===== src/rtl/tenbit_addr_seq.sv =====
module tenbit_addr_seq #(
  parameter int          BYTE_W   = 8,
  parameter logic [7:0]  ADDR_RST = 8'hF0,
  localparam int         TAG_W    = 5,
  localparam logic [4:0] HI_TAG   = 5'b11110
) (
  input  logic              clk,
  input  logic              rst_n,
  input  logic              ev_start,
  input  logic              ev_rstart,
  input  logic              ev_stop,
  input  logic              ev_byte,
  input  logic [BYTE_W-1:0] ev_data,
  input  logic              addr_wr,
  input  logic [BYTE_W-1:0] addr_wdata,
  input  logic              buf_rd,
  input  logic              irq_clr,
  input  logic              ovf_clr,
  output logic              ack_vld,
  output logic              ack,
  output logic [BYTE_W-1:0] buf_data,
  output logic              buf_full,
  output logic              irq,
  output logic              overflow,
  output logic              upd_addr,
  output logic              scl_hold,
  output logic              rd_mode,
  output logic              addressed
);

  typedef enum logic [2:0] {
    S_IDLE, S_WAIT_HI, S_WAIT_LO, S_ADDR_WR, S_ADDR_RD
  } st_t;

  st_t               st_q, st_d;
  logic              rd_ok_q, rd_ok_d;
  logic [BYTE_W-1:0] cmp_q;
  logic              ua_q, bf_q, irq_q, ovf_q;
  logic              ack_vld_q, ack_q;
  logic [BYTE_W-1:0] buf_q;

  logic hi_hit, lo_hit, want_w, want_r, judge, take, busy, accept, refuse_busy, ua_set;

  assign busy   = bf_q | ovf_q;
  assign hi_hit = (ev_data[BYTE_W-1 -: TAG_W] == HI_TAG) && (ev_data[BYTE_W-1:1] == cmp_q[BYTE_W-1:1]);
  assign lo_hit = (ev_data == cmp_q);
  assign want_w = hi_hit && !ev_data[0];
  assign want_r = hi_hit && ev_data[0] && rd_ok_q;
  assign judge  = ev_byte && (st_q == S_WAIT_HI || st_q == S_WAIT_LO);
  assign take   = judge && ((st_q == S_WAIT_HI) ? (want_w || want_r) : lo_hit);
  assign accept      = take && !busy;
  assign refuse_busy = take && busy;
  assign ua_set      = accept && !(st_q == S_WAIT_HI && ev_data[0]);

  always_comb begin
    st_d    = st_q;
    rd_ok_d = rd_ok_q;
    if (ev_stop) begin
      st_d    = S_IDLE;
      rd_ok_d = 1'b0;
    end else if (ev_start) begin
      st_d    = S_WAIT_HI;
      rd_ok_d = 1'b0;
    end else if (ev_rstart) begin
      st_d    = S_WAIT_HI;
      rd_ok_d = (st_q == S_ADDR_WR);
    end else if (judge) begin
      rd_ok_d = 1'b0;
      if (!accept)                 st_d = S_IDLE;
      else if (st_q == S_WAIT_LO)  st_d = S_ADDR_WR;
      else if (ev_data[0])         st_d = S_ADDR_RD;
      else                         st_d = S_WAIT_LO;
    end
  end

  always_ff @(posedge clk or negedge rst_n) begin
    if (!rst_n) begin
      st_q      <= S_IDLE;
      rd_ok_q   <= 1'b0;
      cmp_q     <= ADDR_RST;
      ua_q      <= 1'b0;
      bf_q      <= 1'b0;
      irq_q     <= 1'b0;
      ovf_q     <= 1'b0;
      ack_vld_q <= 1'b0;
      ack_q     <= 1'b0;
      buf_q     <= '0;
    end else begin
      st_q      <= st_d;
      rd_ok_q   <= rd_ok_d;
      ack_vld_q <= judge;
      ack_q     <= accept;
      if (addr_wr) cmp_q <= addr_wdata;
      if (accept)  buf_q <= ev_data;
      if (ua_set)                     ua_q  <= 1'b1;
      else if (addr_wr)               ua_q  <= 1'b0;
      if (accept)                     bf_q  <= 1'b1;
      else if (buf_rd)                bf_q  <= 1'b0;
      if (accept || refuse_busy)      irq_q <= 1'b1;
      else if (irq_clr)               irq_q <= 1'b0;
      if (refuse_busy)                ovf_q <= 1'b1;
      else if (ovf_clr)               ovf_q <= 1'b0;
    end
  end

  assign ack_vld   = ack_vld_q;
  assign ack       = ack_q;
  assign buf_data  = buf_q;
  assign buf_full  = bf_q;
  assign irq       = irq_q;
  assign overflow  = ovf_q;
  assign upd_addr  = ua_q;
  assign scl_hold  = ua_q;
  assign rd_mode   = (st_q == S_ADDR_RD);
  assign addressed = (st_q == S_ADDR_RD) || (st_q == S_ADDR_WR);

endmodule


===== config.mk =====
export PLATFORM = sky130hd
export DESIGN_NAME = tenbit_addr_seq
export DESIGN_NICKNAME = d
export VERILOG_FILES = /design/src/rtl/tenbit_addr_seq.sv
export SDC_FILE = /design/constraint.sdc
export NUM_CORES = 1
export LEC_CHECK = 0
export ABC_AREA = 1
export BUFFER_PORTS_ARGS = -buffer_cell sky130_fd_sc_hd__buf_4
export CAP_MARGIN = 20
export CORE_UTILIZATION = 49
export CTS_CLUSTER_DIAMETER = 80
export DETAILED_ROUTE_END_ITERATION = 6
export PLACE_DENSITY_LB_ADDON = 0.08
export SLEW_MARGIN = 0
export SYNTH_ARGS = -nofsm -noshare
export SYNTH_HDL_FRONTEND = slang
export SYNTH_SLANG_ARGS = --single-unit

===== constraint.sdc =====
create_clock -name clk -period 1.88 [get_ports clk]
set_clock_uncertainty 0.1 [all_clocks]
set_input_delay 0.282 -clock clk [delete_from_list [all_inputs] [get_ports clk]]
set_output_delay 0.282 -clock clk [all_outputs]
set_load 0.05 [all_outputs]

# After elaboration in Yosys (flattened, before gate mapping)
# Cells that the tools add are included.
# Widths: inputs -> output; s select.
[classes] n_bitwise=1 muxes=20 n_reduce_logical=22 eq_ne=7
[ops] operator="$mux 3" n=7
[ops] operator="$mux 1" n=13
[ops] operator="$logic_and 1x1->1" n=10
[ops] operator="$eq 8x8->1" n=1
[ops] operator="$reduce_bool 2->1" n=4
[ops] operator="$eq 7x7->1" n=1
[ops] operator="$eq 3x2->1 const B" n=2
[ops] operator="$eq 5x5->1 const B" n=1
[ops] operator="$logic_or 1x1->1" n=4
[ops] operator="$reduce_bool 4->1" n=1
[ops] operator="$eq 3x1->1 const B" n=1
[ops] operator="$eq 3x3->1 const B" n=1
[ops] operator="$logic_not 1->1" n=3
[ops] operator="$or 1x1->1" n=1
[totals] output_inout_bits=17 elab_cells=60 in_bits=26 reg_bits=26

# Longest topological paths before layout
[logic_depth] ltp_word=13 depth_mapped=11

# Least setup slack after synthesis
# No wires, ideal clock.
[synth_path] kind="reg-to-output" start="register st_q[0]" end="output port addressed" arrival_ns=1.975 stages_incl_launch_ff=3 setup_slack_ns=-0.477 cell_sequence="dfrtp_1 -> nor3_1 -> or2_2"
[synth_between] elab_chain_cells=2 elab_cells_between_ends=3
[synth_lines] element="start: declaration" line_no="35" source="st_t st_q, st_d;"
[synth_lines] element="start signal: assignment" line_no="89" source="st_q <= st_d;"
[synth_lines] element="$eq 3x3->1"
[synth_lines] element="named net rd_mode" line_no="27" source="output logic rd_mode,"
[synth_lines] element="$logic_or 1x1->1" line_no="115" source="assign addressed = (st_q == S_ADDR_RD) || (st_q == S_ADDR_WR);"
[synth_lines] element="end: declaration" line_no="28" source="output logic addressed"
# The timed path passes the listed nets, and every way through them passes these cells.

# Final worst setup path
[layout_path] start="register st_q[1]" end="output port addressed"
[layout_between] elab_chain_cells=2 elab_cells_between_ends=3
[layout_lines] element="$eq 3x3->1 / $eq 3x2->1 (equally long branches)" line_no="115"
[layout_lines] element="$logic_or 1x1->1 (*)" line_no="115"
# Mark *: on every way between the ends. The rest lies on a longest branch, timed or not.

==> metrics.cfg <==
[die]
rows=18
ios=43
die_h_um=54.0
die_w_um=54.0
core-area_um2=2520
die-area_um2=2910
start_util=0.524

[sta]
worst_slew_pin_slew_ns=0.334
max_slew_margin=0.777
rsz0062_at_grt=no
max_freq_mhz=548
finalSetupViolations=0
drv_slew=0
fin_crit_sh=0.971
hold_viol_final=0
tns_ns=0
fin_ws_ns=0.0550
finalCriticalPeriod_ns=1.83

[global_route]
antenna_found_initial=0
grt_pass1_wl_mm=4.51
grt.total_usage=0.225
grt_pass1_vias=1064
grt_start_max_net_pins=27
grt.overflow.total=0

[layout]
multiInputGateArea_um2=557
final_cell_mix=nand2_1, buf_4, dfrtp_1, inv_1, nor2_1
fillers=225
synthToLayoutAreaGrowth_pct=30.2
fin_nets=231
drive_gt1_frac=0.358
final_common_cell=nand2_1
regArea_um2=657
insertedDiodeCount=0

[run_status]
status=completed

[power_and_ir_drop]
p_per_area_nw_per_um2=641
p_sw_frac=0.298
p_clk_frac=0.230
seq_power_share=0.557
combPwrFrac=0.213
p_int_uw=774
switching_power_uw=329
power_mw=1.10
ir_drop_uv=433
p_leak_nw=0.920

[clocking]
h-tree-depth=1
cts_inserted_buffers=3
clk_latency_ns=0.33
clk_pin_slew_ns=0.14
cts_buffer_depth=2
cts_root_buf=clkbuf_4
cts_tree=yes
clkSinkCount=26

[critical_path]
r2r_cells=10
critPathMaxFanout=4
critPathRequiredTime_ns=1.50
reg2reg_slack_ns=0.10
start_kind=flip-flop
rr_endpoint=buf_data[5]
worstPathArrival_ns=1.44
r2r_start=cmp_q[4]
worstSetupPathType=reg -> out
end_kind=output pin

[worst_hold_path]
hold_end=overflow
holdCritStartpoint=ovf_clr
whs_path_depth=2
hold_path_class=in -> reg

[yosys]
syn_area_um2=1320
ys_seq_area_frac=0.496
synth_cell_types=29
synth-seq-cells=26
ys_warn_count=0
syn_area_per_cell_um2=8.37
syn-num-nets=184
syn-instance-count=158

[route]
vias=1161
firstDrtPassIters=4
drtIter0Drc=33
drc_errors=0
drt-wirelength-per-cell_um=12.6
vias_per_cell=4.96
wl_mm=2.94
postRouteAntennaNets=0

[placed_design]
port_buffers=42
dp_hpwl_mm=2.28
preCtsSetupSlack_ns=0.207
gp_congestion=0.794

[job]
maxCapViolCount=0

==> cell families (layout without fill, tap and decap cells) <==
group / Yosys count / count (layout) / synth area share
AO/OA/AOI/OAI: 15 / 15 / 0.0757
multiplexers: 3 / 3 / 0.0255
AND/OR/NAND/NOR: 83 / 83 / 0.291
XOR/XNOR: 3 / 3 / 0.0199
flip-flops: 26 / 26 / 0.496
buffers and inverters: 28 / 74 / 0.0918
==> worst max-delay path by stage <==
stage | startpoint | cells after the start | slack, ns | end
global placement | cmp_q[6] | 9 | 0.25 | buf_data[6]
floorplan | st_q[0] | 2 | 0.21 | addressed
detailed placement | cmp_q[5] | 9 | 0.21 | buf_data[5]
CTS | st_q[0] | 4 | 0.04 | addressed
finish | st_q[1] | 4 | 0.05 | addressed
global route | st_q[1] | 4 | 0.001 | addressed
==> synth_stat cells <==
library cell | count | share of area
buf_6 | 1 | 0.0085
clkinv_1 | 2 | 0.0057
nor2_2 | 1 | 0.0047
or2_2 | 1 | 0.0047
nand2_1 | 51 | 0.14
o21ai_1 | 3 | 0.011
nand4_1 | 2 | 0.0095
nand2_4 | 2 | 0.017
dfstp_2 | 4 | 0.079
mux2_2 | 3 | 0.026
nor3_1 | 2 | 0.0076
o21ai_0 | 5 | 0.019
nor2_4 | 1 | 0.0085
nor2_1 | 11 | 0.031
or2_0 | 1 | 0.0047
inv_1 | 19 | 0.054
o21ai_2 | 5 | 0.033
nand3b_1 | 2 | 0.011
nand3_2 | 3 | 0.023
dfrtp_1 | 22 | 0.42
a32o_1 | 1 | 0.0076
clkinv_4 | 1 | 0.0066
nand3_1 | 4 | 0.015
xnor2_1 | 3 | 0.020
inv_2 | 3 | 0.0085
o22ai_1 | 1 | 0.0047
nand2_2 | 2 | 0.0095
clkbuf_1 | 1 | 0.0028
buf_4 | 1 | 0.0057
==> what timing repair did <==
item,4_1_cts,5_1_grt
hold buffers,3,0
resized for setup,0,1
endpoints found under the setup margin,0,1
setup buffers,0,0
hold endpoints to repair,24,0
==> per-layer routing <==
| layer | vias to the layer above | track usage | part of all wire | wire, um |
|---|---|---|---|---|
| met1 | 520 | 0.270 | 0.43 | 1250 |
| met2 | 53 | 0.387 | 0.48 | 1420 |
| li1 | 581 | - | - | - |
| met5 | - | 0 | 0 | 0 |
| met4 | 0 | 0.110 | 0.022 | 64 |
| met3 | 7 | 0.0367 | 0.067 | 196 |
==> cell type report <==
cell class | count | share of cell area
tap | 30 | 0.0218
clock buffer | 4 | 0.0153
timing repair buffer | 45 | 0.201
sequential | 26 | 0.382
multi-input combinational | 104 | 0.323
inverter | 25 | 0.0574
==> critical path: stages (launching register included) <==
cell and delay, ns:
dfrtp_1 0.48, inv_1 0.11, nor3_1 0.06, or2_2 0.27, buf_4 0.19
==> metrics by stage <==
step,cell area [um2],hold WS (ns),std cells,util
2_1_floorplan,1330,-0.114,158,-
4_1_cts,1720,0.00694,234,0.682
5_1_grt,1720,0.0133,234,0.683
6_report,1720,0.0119,234,0.683
3_5_place_dp,1660,0.106,227,0.660
3_3_place_gp,1660,0.103,227,0.660
==> power by group through the flow <==
| stage | clock network (mW) | logic (mW) | registers [mW] |
|---|---|---|---|
| after global routing | 0.277 | 0.255 | 0.619 |
| final | 0.253 | 0.235 | 0.614 |
| after global placement | 0 | 0.222 | 0.622 |
| after floorplan | 0 | 0.0912 | 0.662 |
| after CTS | 0.257 | 0.235 | 0.614 |
| after detailed placement | 0 | 0.229 | 0.625 |
No activity file was read; power rests on OpenSTA's default activity.
